==> src/rtl/msgchk_pkg.sv <==
// Shared types for the serial message checker.
// Assumes nothing beyond the receive-state encoding it defines.
package msgchk_pkg;

    typedef enum logic [1:0] {
        ST_IDLE = 2'd0,   // hunting for a start bit
        ST_LEN  = 2'd1,   // shifting in the length field
        ST_DATA = 2'd2,   // shifting in payload words
        ST_CHK  = 2'd3    // shifting in the check word
    } rx_state_e;

endpackage

==> src/rtl/msgchk_shifter.sv <==
// Serial-to-parallel shifter, most significant bit first.
// It holds the last W-1 accepted bits. The word that would be complete
// if bit_in were accepted this cycle is shown combinationally on
// next_word, so the controller can capture a word on its final bit.
// Assumes W >= 2.
module msgchk_shifter #(
    parameter int W = 32
) (
    input  logic         clk,
    input  logic         rst_n,
    input  logic         shift_en,
    input  logic         bit_in,
    output logic [W-1:0] next_word
);

    logic [W-2:0] hist_q;

    // Form the candidate word from the history and the incoming bit.
    always_comb begin
        next_word = {hist_q, bit_in};
    end

    // Shift accepted bits into the history register.
    always_ff @(posedge clk) begin
        if (!rst_n) begin
            hist_q <= '0;
        end else if (shift_en) begin
            hist_q <= next_word[W-2:0];
        end
    end

endmodule

==> src/rtl/msgchk_parity.sv <==
// Column parity accumulator: a running XOR over the payload words.
// It is cleared while no message is in progress.
// Assumes clr and acc_en are not both requested for one word.
module msgchk_parity #(
    parameter int W = 32
) (
    input  logic         clk,
    input  logic         rst_n,
    input  logic         clr,
    input  logic         acc_en,
    input  logic [W-1:0] word_in,
    output logic [W-1:0] acc
);

    // Clear the accumulator, or fold in one more word.
    always_ff @(posedge clk) begin
        if (!rst_n) begin
            acc <= '0;
        end else if (clr) begin
            acc <= '0;
        end else if (acc_en) begin
            acc <= acc ^ word_in;
        end
    end

endmodule

==> src/rtl/msgchk_ctrl.sv <==
// Receive sequencer. It follows the framing (start bit, length field,
// payload words, check word), counts bits and words, and registers all
// status strobes so that each one appears in the cycle after the bit
// that caused it.
// Assumes LEN_W <= WORD_W and that MAX_WORDS fits in LEN_W bits.
module msgchk_ctrl
    import msgchk_pkg::*;
#(
    parameter int WORD_W    = 32,
    parameter int LEN_W     = 5,
    parameter int MAX_WORDS = 29
) (
    input  logic              clk,
    input  logic              rst_n,
    input  logic              bit_in,
    input  logic              bit_vld,
    input  logic [WORD_W-1:0] next_word,
    input  logic [WORD_W-1:0] par_acc,
    output logic              shift_en,
    output logic              par_clr,
    output logic              par_acc_en,
    output logic              word_vld,
    output logic [WORD_W-1:0] word_data,
    output logic              msg_done,
    output logic              len_err,
    output logic              par_err
);

    localparam int CNT_W = $clog2(WORD_W);
    localparam logic [CNT_W-1:0] LAST_WORD_BIT = CNT_W'(WORD_W - 1);
    localparam logic [CNT_W-1:0] LAST_LEN_BIT  = CNT_W'(LEN_W - 1);
    localparam logic [LEN_W-1:0] LEN_MAX       = LEN_W'(MAX_WORDS);
    localparam logic [WORD_W-1:0] ALL_ONES     = '1;

    rx_state_e        state_q;
    logic [CNT_W-1:0] bit_cnt_q;
    logic [LEN_W-1:0] word_cnt_q;
    logic [LEN_W-1:0] len_q;

    logic [LEN_W-1:0] len_next;
    logic             len_ok;
    logic             word_end;
    logic             len_end;
    logic             last_payload;

    // Decode the field boundaries and the length check for this cycle.
    always_comb begin
        len_next     = next_word[LEN_W-1:0];
        len_ok       = (len_next != '0) && (len_next <= LEN_MAX);
        word_end     = (bit_cnt_q == LAST_WORD_BIT);
        len_end      = (bit_cnt_q == LAST_LEN_BIT);
        last_payload = (word_cnt_q == (len_q - LEN_W'(1)));
    end

    // Drive the shifter and the parity accumulator.
    always_comb begin
        shift_en   = bit_vld && (state_q != ST_IDLE);
        par_clr    = (state_q == ST_IDLE);
        par_acc_en = bit_vld && (state_q == ST_DATA) && word_end;
    end

    // Advance the framing state and issue the one-cycle status strobes.
    always_ff @(posedge clk) begin
        if (!rst_n) begin
            state_q    <= ST_IDLE;
            bit_cnt_q  <= '0;
            word_cnt_q <= '0;
            len_q      <= '0;
            word_vld   <= 1'b0;
            word_data  <= '0;
            msg_done   <= 1'b0;
            len_err    <= 1'b0;
            par_err    <= 1'b0;
        end else begin
            word_vld <= 1'b0;
            msg_done <= 1'b0;
            len_err  <= 1'b0;
            par_err  <= 1'b0;
            if (bit_vld) begin
                case (state_q)
                    ST_IDLE: begin
                        if (bit_in) begin
                            state_q   <= ST_LEN;
                            bit_cnt_q <= '0;
                        end
                    end
                    ST_LEN: begin
                        if (len_end) begin
                            bit_cnt_q <= '0;
                            if (len_ok) begin
                                len_q      <= len_next;
                                word_cnt_q <= '0;
                                state_q    <= ST_DATA;
                            end else begin
                                msg_done <= 1'b1;
                                len_err  <= 1'b1;
                                state_q  <= ST_IDLE;
                            end
                        end else begin
                            bit_cnt_q <= bit_cnt_q + CNT_W'(1);
                        end
                    end
                    ST_DATA: begin
                        if (word_end) begin
                            bit_cnt_q <= '0;
                            word_vld  <= 1'b1;
                            word_data <= next_word;
                            if (last_payload) begin
                                state_q <= ST_CHK;
                            end else begin
                                word_cnt_q <= word_cnt_q + LEN_W'(1);
                            end
                        end else begin
                            bit_cnt_q <= bit_cnt_q + CNT_W'(1);
                        end
                    end
                    ST_CHK: begin
                        if (word_end) begin
                            bit_cnt_q <= '0;
                            msg_done  <= 1'b1;
                            par_err   <= ((par_acc ^ next_word) != ALL_ONES);
                            state_q   <= ST_IDLE;
                        end else begin
                            bit_cnt_q <= bit_cnt_q + CNT_W'(1);
                        end
                    end
                    default: state_q <= ST_IDLE;
                endcase
            end
        end
    end

endmodule

==> src/rtl/msgchk_top.sv <==
// Serial message checker top. It joins the bit shifter, the column
// parity accumulator and the framing sequencer.
// Assumes bits arrive already recovered and qualified by bit_vld.
module msgchk_top #(
    parameter int WORD_W    = 32,
    parameter int LEN_W     = 5,
    parameter int MAX_WORDS = 29
) (
    input  logic              clk,
    input  logic              rst_n,
    input  logic              bit_in,
    input  logic              bit_vld,
    output logic              word_vld,
    output logic [WORD_W-1:0] word_data,
    output logic              msg_done,
    output logic              len_err,
    output logic              par_err
);

    logic [WORD_W-1:0] next_word;
    logic [WORD_W-1:0] par_acc;
    logic              shift_en;
    logic              par_clr;
    logic              par_acc_en;

    msgchk_shifter #(.W(WORD_W)) u_shift (
        .clk       (clk),
        .rst_n     (rst_n),
        .shift_en  (shift_en),
        .bit_in    (bit_in),
        .next_word (next_word)
    );

    msgchk_parity #(.W(WORD_W)) u_par (
        .clk     (clk),
        .rst_n   (rst_n),
        .clr     (par_clr),
        .acc_en  (par_acc_en),
        .word_in (next_word),
        .acc     (par_acc)
    );

    msgchk_ctrl #(
        .WORD_W    (WORD_W),
        .LEN_W     (LEN_W),
        .MAX_WORDS (MAX_WORDS)
    ) u_ctrl (
        .clk        (clk),
        .rst_n      (rst_n),
        .bit_in     (bit_in),
        .bit_vld    (bit_vld),
        .next_word  (next_word),
        .par_acc    (par_acc),
        .shift_en   (shift_en),
        .par_clr    (par_clr),
        .par_acc_en (par_acc_en),
        .word_vld   (word_vld),
        .word_data  (word_data),
        .msg_done   (msg_done),
        .len_err    (len_err),
        .par_err    (par_err)
    );

endmodule

==> config.mk <==
export PLATFORM = sky130hd
export DESIGN_NAME = msgchk_top
export DESIGN_NICKNAME = d
export VERILOG_FILES = /design/src/rtl/msgchk_pkg.sv /design/src/rtl/msgchk_shifter.sv /design/src/rtl/msgchk_parity.sv /design/src/rtl/msgchk_ctrl.sv /design/src/rtl/msgchk_top.sv
export SDC_FILE = /design/constraint.sdc
export NUM_CORES = 1
export LEC_CHECK = 0
export BUFFER_PORTS_ARGS = -buffer_cell sky130_fd_sc_hd__buf_2
export CAP_MARGIN = 20
export CORE_MARGIN = 4
export CORE_UTILIZATION = 25
export DETAILED_ROUTE_END_ITERATION = 8
export GPL_ROUTABILITY_DRIVEN = 0
export SYNTH_ARGS = -nofsm -noshare
export SYNTH_HDL_FRONTEND = slang
export SYNTH_HIERARCHICAL = 1
export SYNTH_SLANG_ARGS = --single-unit
==> constraint.sdc <==
create_clock -name clk -period 2.6 [get_ports clk]
set_input_delay 0.52 -clock clk [delete_from_list [all_inputs] [get_ports clk]]
set_output_delay 0.52 -clock clk [all_outputs]
set_load 0.02 [all_outputs]
# == Word-level counts from Yosys, hierarchy flattened ==
# Cells that the tools add are included.
# classes
bitwise_logic,2
order_cmp,1
n_addsub,3
reduce_logical,19
n_mux,20
eq_ne,14
# ops
operator,n
two-way mux 5 bit,7
inequality test 32 bit (second input constant),1
XOR 32 bit,1
case mux 5 bit (3 select lines),1
two-way mux 2 bit,6
AND reduction 6 bit,2
adder 5 x 1 -> 5 bit (second input constant),2
inequality test 2 x 1 -> 1 bit (second input constant),5
case mux 5 bit (2 select lines),1
AND reduction 3 bit,3
case mux 2 bit (4 select lines),1
AND reduction 4 bit,2
equality test 5 x 3 -> 1 bit (second input constant),1
equality test 5 bit,1
equality test 5 bit (second input constant),1
<= comparator 5 bit (second input constant),1
nonzero test 5 bit,1
subtractor 5 x 1 -> 5 bit (second input constant),1
equality test 2 bit (second input constant),2
logical AND 1 bit,4
inequality test 2 bit (second input constant),2
AND reduction 2 bit,2
nonzero test 2 bit,2
OR reduction 2 bit,2
other kinds (5),7
# totals
output_inout_bits,36
ff_bits,116
in_bits,4
word_cells,70

# == Depth between registers and ports, before layout ==
# Gate-level depths: netlist of run 1.
# logic_depth
word_depth,5
depth_mapped,12
depth_no_buf,9

# == By module ==
# The synthesis of run 1 kept the hierarchy.
# modules_own_cells
mod,cells_each,instances,area_each_um2,seq_area_each_um2
msgchk_ctrl,320,1,2591.2,1061.0
msgchk_parity,139,1,1562.7,640.6
msgchk_shifter,101,1,1214.9,620.6

# == Worst setup path before layout of run 1 ==
# OpenSTA, ideal clock, no wires.
# synth_timing
path_kind,register to register
start,reg u_ctrl.bit_cnt_q[1]
end,reg u_par.acc[10]
synth_period_minus_slack_ns,2.088
t_arrival_ns,2.022
path_buffers,4
t_required_ns,2.534
slack_ns,0.512
stages_incl_launch_ff,13
cell_sequence,dfxtp_1 > ha_1 > and3_1 > ha_1 > nand3_1 > nand2b_1 > buf_2 > inv_2 > buf_2 > buf_6 > buf_4 > nand3b_1 > a21oi_2
# synth_between
elab_chain_cells,2
# synth_rtl
item,line,rtl
start: declaration,msgchk_ctrl.sv:36,logic [CNT_W-1:0] bit_cnt_q;
start signal: assignment,msgchk_ctrl.sv:100,bit_cnt_q <= bit_cnt_q + CNT_W'(1);
start signal: assignment,msgchk_ctrl.sv:114,bit_cnt_q <= bit_cnt_q + CNT_W'(1);
start signal: assignment,msgchk_ctrl.sv:124,bit_cnt_q <= bit_cnt_q + CNT_W'(1);
equality test 5 bit,msgchk_ctrl.sv:50,word_end = (bit_cnt_q == LAST_WORD_BIT);
net u_ctrl.word_end,msgchk_ctrl.sv:42,logic word_end;
logical AND 1 bit,msgchk_ctrl.sv:59,par_acc_en = bit_vld && (state_q == ST_DATA) && word_end;
net par_acc_en,msgchk_top.sv:24,logic par_acc_en;
end signal: assignment,msgchk_parity.sv:22,acc <= acc ^ word_in;
end: declaration,msgchk_parity.sv:12,output logic [W-1:0] acc
# The timed path passes the listed nets, and every way through them passes these cells.
# A chain may end at the register's enable or synchronous reset.

# == Worst setup path in the final report of run 1 ==
# layout_timing
start,reg u_ctrl.bit_cnt_q[1]
end,reg u_ctrl.word_cnt_q[0]
# layout_between
elab_chain_cells,3
word_cells_on_any_way,5
cone_classes,eq/ne (4); reduce/logical (1)
# layout_rtl
item,line,rtl
equality test 5 bit,msgchk_ctrl.sv:50,
net u_ctrl.word_end,msgchk_ctrl.sv:42,
inequality test 2 x 1 -> 1 bit (no line),n/a,
AND reduction 6 bit (no line),n/a,
end signal: assignment,msgchk_ctrl.sv:111,word_cnt_q <= word_cnt_q + LEN_W'(1);
end: declaration,msgchk_ctrl.sv:37,logic [LEN_W-1:0] word_cnt_q;
# The timed path passes the listed nets, and every way through them passes these cells.

==> qor.yml, run 1 <==
swShare_pct: 21.77
fin_area_sq_um: 6346
grt_pass1_wl_mm: 19.22
synth_edf_count: 0
hold_viol: 0
reg2reg_slack_ps: 470
clockBufferDepth: 2
drc: 0
cp.required_ps: 2910
rsz0062_at_grt: "false"
fillers: 2245
io-pin-count: 40
drive_gt1_share_pct: 20.33
die_h_microns: 154.5
ys_types: 46
critPathKind: "reg2reg"
fp-row-count: 53
area.growth.synth_to_final_pct: 18.20
cts_buffers: 17
synth_seq_cells: 116
antenna_left: 0
yosysWarningCount: 6
ctsHoldBuffers: 0
path_max_fanout: 29
ys.flop_type: "dfxtp_1"
root_buffer: "clkbuf_16"
syn-mean-instance-area_sq_um: 9.587
first_pass_iters: 4
hold_end: "u_ctrl/word_data[26]"
worst_slew_pin_slew_ps: 600.6
cp-start-kind: "register"
seqPwrFrac_pct: 42.4
h-tree-depth: 4
syn_area_sq_um: 5369
die_x_microns: 154.5
pwr-share-clk_pct: 55.2
design.core.area_sq_um: 21090
antenna_cells: 0
grt_pass1_vias: 3723
dp_hpwl_mm: 7.644
portBuffers: 39
numClockSinks: 116
postCtsResizedCells: 0
place_area_sq_um: 5754
seq_area_frac_synth_pct: 43.25
clock_latency_ps: 420
ir_drop_uv: 388.2
reg2reg_depth: 9
hp-start: "u_ctrl/word_data[26]"
p_int_mw: 3.299
grt_overflow_total: 0
max_freq_mhz: 470.4
slew_violations: 0
nets: 602
slew_headroom_pct: 59.62
timing.max_cap.violations: 0
critPathCaptureType: "register"
dr.first_iter.drc_count: 161
antenna_found_initial: 0
vias: 3921
grt_max_degree: 65
cts_tree: "done"
synth_cells: 560
fin_crit_sh_pct: 81.77
setup_viol: 0
async_flop_share_pct: 0
power_frac_comb_pct: 2.5
hold_depth: 2
final_core_utilization_pct: 30.09
finalSetupTns_ps: 0
syn_nets: 569
status: "finished, final reports clean"
dieArea_sq_um: 23880
powerDensity_nw_per_um2: 664.5
path_clk_slew_ps: 50
grt_usage_pct: 9.899
power_switching_mw: 0.9181
min_path_type: "reg2reg"
finalClockSkew_ps: 21.47
reg2reg_from: "u_ctrl/bit_cnt_q[1]"
wire_per_inst_microns: 13.16
fin_crit_ps: 2126
holdWs_ps: 449.4
start_util_pct: 25.46
cts_setup_buffers: 0
vias_per_cell: 4.456
r2r-end: "u_ctrl/word_cnt_q[0]"
arrival_ps: 2440
drt_wl_total_mm: 11.58
p_leak_nw: 2.309
-- area by class of cell --
| type | instances | area, sq um | area share, % |
|---|---|---|---|
| flip-flops and latches | 116 | 2322 | 36.59 |
| inverters | 8 | 30.03 | 0.4732 |
| clock inverters | 11 | 125.1 | 1.972 |
| clock buffers | 20 | 466.7 | 7.354 |
| repair buffers | 48 | 287.8 | 4.535 |
| multi-input cells | 402 | 2770 | 43.65 |
| well taps | 275 | 344.1 | 5.422 |
-- state kept, by name, indices dropped and copies added, names as in the netlist, named ones only --
name / cells
u_ctrl/word_data: 32
u_par/acc: 32
u_shift/hist_q: 31
u_ctrl/bit_cnt_q: 5
u_ctrl/len_q: 5
u_ctrl/word_cnt_q: 5
u_ctrl/len_err: 1
u_ctrl/msg_done: 1
u_ctrl/par_err: 1
u_ctrl/state_q: 1
u_ctrl/word_vld: 1
-- layer usage --
metal  global-route usage [%]  wire length [microns]
met1                    13.04                   5781
met2                    15.54                   5413
met3                    3.274                    339
met4                    2.775                     44
met5                        0                      0
-- worst max-delay path, stage by stage (launching register included) --
cell	delay (ps)
dfxtp_1	370
ha_1	190
and3_1	170
ha_1	210
nand3_1	80
nand2b_1	180
inv_2	180
buf_4	330
nand2b_1	130
o31ai_1	200
-- per-stage QoR --
stage / setup WS (ps) / power [mW] / std cells
2_1_floorplan: 511.6 / 1.912 / 560
3_3_place_gp: 554.1 / 1.931 / 849
3_5_place_dp: 519.7 / 1.931 / 849
4_1_cts: 491.7 / 4.268 / 880
5_1_grt: 226.4 / 4.360 / 880
6_report: 474.1 / 4.217 / 880
-- layout by cell type (no fill, tap or decap), drive strengths merged, types with 2 or more instances in the layout --
| cell | Yosys | layout |
|---|---|---|
| nand4 | 12 | 12 |
| a21bo | 32 | 32 |
| nand2b | 3 | 3 |
| a31oi | 2 | 2 |
| or4 | 2 | 2 |
| nand2 | 87 | 87 |
| nand3b | 34 | 34 |
| bufinv | 0 | 2 |
| xnor2 | 3 | 3 |
| xor2 | 34 | 34 |
| mux2i | 31 | 31 |
| a21boi | 3 | 3 |
| ha | 5 | 5 |
| nor4 | 3 | 3 |
| inv | 8 | 10 |
| nand3 | 3 | 3 |
| clkbuf | 11 | 20 |
| or3 | 4 | 4 |
| nor2 | 7 | 7 |
| clkinvlp | 0 | 5 |
| dfxtp | 116 | 116 |
| clkinv | 0 | 2 |
| nor3 | 2 | 2 |
| buf | 23 | 48 |
| a21oi | 74 | 74 |
| o2111ai | 3 | 3 |
| o21ai | 8 | 8 |
| o31ai | 2 | 2 |
| nor2b | 37 | 37 |
-- Yosys cell counts (3+ instances only) --
cell / count / area share (%)
nand4_1: 12 / 1.4
nor4_1: 3 / 0.35
nand2_1: 87 / 6.1
nor2b_1: 37 / 4.3
ha_1: 5 / 1.2
clkbuf_1: 11 / 0.77
buf_6: 8 / 1.7
xor2_1: 34 / 5.5
a21oi_2: 28 / 4.6
dfxtp_1: 116 / 43
mux2i_1: 31 / 5.8
a21boi_2: 3 / 0.63
buf_2: 10 / 0.93
a21bo_2: 4 / 0.75
o2111ai_1: 3 / 0.49
xnor2_1: 3 / 0.49
o21ai_0: 7 / 0.65
a21bo_1: 28 / 5.2
inv_1: 6 / 0.42
a21oi_1: 46 / 4.3
nand2b_1: 3 / 0.35
buf_12: 3 / 1.1
nor2_1: 6 / 0.42
nand3b_1: 34 / 4.8
or3_1: 3 / 0.35
nand3_1: 3 / 0.28
-- worst max path at each step --
stage	startpoint	to	slack, ps	cells after the start
after floorplan	u_ctrl/bit_cnt_q[1]	u_par/acc[10]	510	12
after global placement	u_ctrl/len_q[0]	u_ctrl/word_cnt_q[2]	550	7
after detailed placement	u_ctrl/bit_cnt_q[1]	u_ctrl/word_cnt_q[0]	520	9
after CTS	u_ctrl/bit_cnt_q[1]	u_ctrl/word_cnt_q[0]	490	9
after global routing	u_ctrl/bit_cnt_q[1]	u_ctrl/word_cnt_q[0]	230	9
final	u_ctrl/bit_cnt_q[1]	u_ctrl/word_cnt_q[0]	470	9
-- kinds of logic after synthesis --
family                     after synthesis  share of synthesized area, %
AOI/OAI and AO/OA                      129                         18.29
xor gates and xnor gates                37                         6.036
adders and majority gates                5                         1.165
buffers and inverters                   42                         5.337
DFF                                    116                         43.25
muxes                                   31                         5.780
and+or+nand+nor                        200                         20.14
-- power groups by stage --
stage / registers (mW) / logic, mW / clock network (mW)
finish: 1.79 / 0.104 / 2.33
global route: 1.79 / 0.112 / 2.46
CTS: 1.79 / 0.106 / 2.38
detailed placement: 1.82 / 0.106 / 0
global placement: 1.83 / 0.106 / 0
floorplan: 1.82 / 0.0906 / 0
(Power assumes the default switching activity.)
==> run 2: changes to the inputs <==
clock period = 2.16 ns   (was 2.6 ns; I/O delays follow)
==> run 2 against run 1 <==
- non-clock buffer count is 10 higher
- clock-buffer cell count is 2 higher
- wire length is 2.2% higher
- power is 25% higher
- sequential cell count stayed put
- critical endpoint is now u_ctrl/word_cnt_q[3]
- largest cell class unchanged
==> qor.yml, run 2 (synthesized netlist as in run 1, its figures left out) <==
reg2reg_depth: 8  # -1
max_freq_mhz: 495.9  # +5.4%
wire_per_inst_microns: 13.28  # +0.94%
drc: 0  # unchanged
die_h_microns: 154.5  # unchanged
critical_path.max_stage_delay_ps: 390  # +20 ps
cts_tree: "done"
reg2reg_slack_ps: 140  # -330 ps
cp-start-kind: "register"
fillers: 2240  # -0.22%
slew_headroom_pct: 70.97  # +11 points
critPathCapture: "u_ctrl/word_cnt_q[3]"
powerDensity_nw_per_um2: 813.6  # +22%
timing.max_cap.violations: 0  # unchanged
grt_usage_pct: 10.00  # +0.10 points
portBuffers: 39  # unchanged
design.core.area_sq_um: 21090  # unchanged
top_regs: "u_ctrl/word_data x32, u_par/acc x32, u_shift/hist_q x31"
path_max_fanout: 10  # -66%
clockBufferDepth: 2  # unchanged
nets: 612  # +1.7%
cp_slowest_cell: "dfxtp_1"
fin_crit_sh_pct: 93.35  # +12 points
vias_per_cell: 4.437  # -0.43%
worst_slew_pin_slew_ps: 435.4  # -165.1 ps
critPathCaptureType: "register"
r2r-end: "u_ctrl/word_cnt_q[3]"
antenna_cells: 0  # unchanged
place_ws_ps: 49.57  # -470.2 ps
crit_chain: "inv_1 -> ha_1 -> and4bb_2 -> o211ai_1 -> a311oi_4 -> buf_4 -> or3_1 -> a21boi_2"
root_buffer: "clkbuf_16"
hold_viol: 0  # unchanged
dp_hpwl_mm: 7.898  # +3.3%
seqCellArea_sq_um: 2322  # unchanged
drive_gt1_share_pct: 21.75  # +1.4 points
grt_pass1_wl_mm: 19.45  # +1.2%
critPathKind: "reg2reg"
arrival_ps: 2360  # -80 ps
finalClockSkew_ps: 8.309  # -13.16 ps
area.growth.synth_to_final_pct: 20.67
fin_crit_ps: 2016  # -109.5 ps
antenna_found_initial: 0  # unchanged
final_cell_mix: "116 x dfxtp_1, 87 x nand2_1, 46 x a21oi_1, 39 x buf_2, 36 x nor2b_1"
vias: 3953  # +0.82%
final_common_cell: "dfxtp_1"
slew_violations: 0  # unchanged
cp.required_ps: 2510  # -400 ps
reg2reg_from: "u_ctrl/len_q[0]"
path_clk_slew_ps: 50  # about the same
ir_drop_uv: 539.3  # +39%
grt_overflow_total: 0  # unchanged
dr.first_iter.drc_count: 181  # +12%
dieArea_sq_um: 23880  # unchanged
io-pin-count: 40  # unchanged
finalWorstSetupSlack_ps: 143.6  # -330.5 ps
drt_wl_total_mm: 11.83  # +2.2%
grt_max_degree: 48  # -26%
hp-start: "bit_in"
crit_path_start: "u_ctrl/len_q[0]"
h-tree-depth: 4  # unchanged
cts_buffers: 17  # unchanged
p_leak_nw: 2.390  # +3.5%
grt_pass1_vias: 3777  # +1.5%
antenna_left: 0  # unchanged
first_pass_iters: 4  # unchanged
setup_viol: 0  # unchanged
die_x_microns: 154.5  # unchanged
status: "finished, final reports clean"
ctsHoldBuffers: 0  # unchanged
multi_input_area_sq_um: 2775  # +0.18%
fp-row-count: 53  # unchanged
numClockSinks: 116  # unchanged
power_mw: 5.271  # +25%
clock_latency_ps: 410  # about the same
start_util_pct: 25.46  # unchanged
min_path_type: "in2reg"
-- run 2: area by class of cell --
type / instances / share of cell area [%]
inverters: 8 / 0.5407
clock buffers: 22 / 7.319
repair buffers: 58 / 5.794
multi-input cells: 402 / 42.84
well taps: 275 / 5.311
flip-flops and latches: 116 / 35.84
clock inverters: 10 / 2.356
-- run 2: worst max-delay path, delay by kind of cell (launching register included) --
family / cells / cell delay [ps]
AO/OA/AOI/OAI: 3 / 470
adder cells (fa/ha/maj): 1 / 220
buffers and inverters: 2 / 250
flip-flops: 1 / 390
AND/OR/NAND/NOR: 2 / 610
-- run 2: timing repair --
item,CTS,global route
setup buffers,0,5
endpoints found under the setup margin,0,26
gates resized for setup,0,4
-- run 2: worst min-delay path by stage --
stage | endpoint | slack, ps | depth (start not counted)
floorplan | u_ctrl/len_q[4] | 450 | 2
global placement | u_ctrl/word_data[22] | 440 | 2
detailed placement | u_ctrl/word_data[1] | 440 | 2
CTS | u_ctrl/word_data[0] | 370 | 3
global route | u_ctrl/word_data[0] | 390 | 3
finish | u_ctrl/word_data[0] | 380 | 3
-- run 2: metal layers --
metal	vias to the layer above	global-route usage, %	routed length (microns)
met3	16	3.386	481
met2	58	15.52	5437
met4	0	3.406	165
met1	1857	13.04	5749
met5	-	0	0
li1	2022	-	-
-- run 2: power breakdown --
part / switching (mW) / internal [mW]
sequential: 0.00660 / 2.14
combinational: 0.0817 / 0.0470
clock: 0.980 / 2.01
-- run 2: through the flow --
stage	cells	setup TNS, ps	utilization, %	hold WS (ps)	cell area, sq um
floorplan	560	0	-	448.8	5369
global placement	854	0	27.52	440.4	5804
detailed placement	854	0	27.52	443.8	5804
CTS	886	0	30.50	368.7	6431
global route	891	-15.31	30.72	385.6	6479
finish	891	0	30.72	376.2	6479
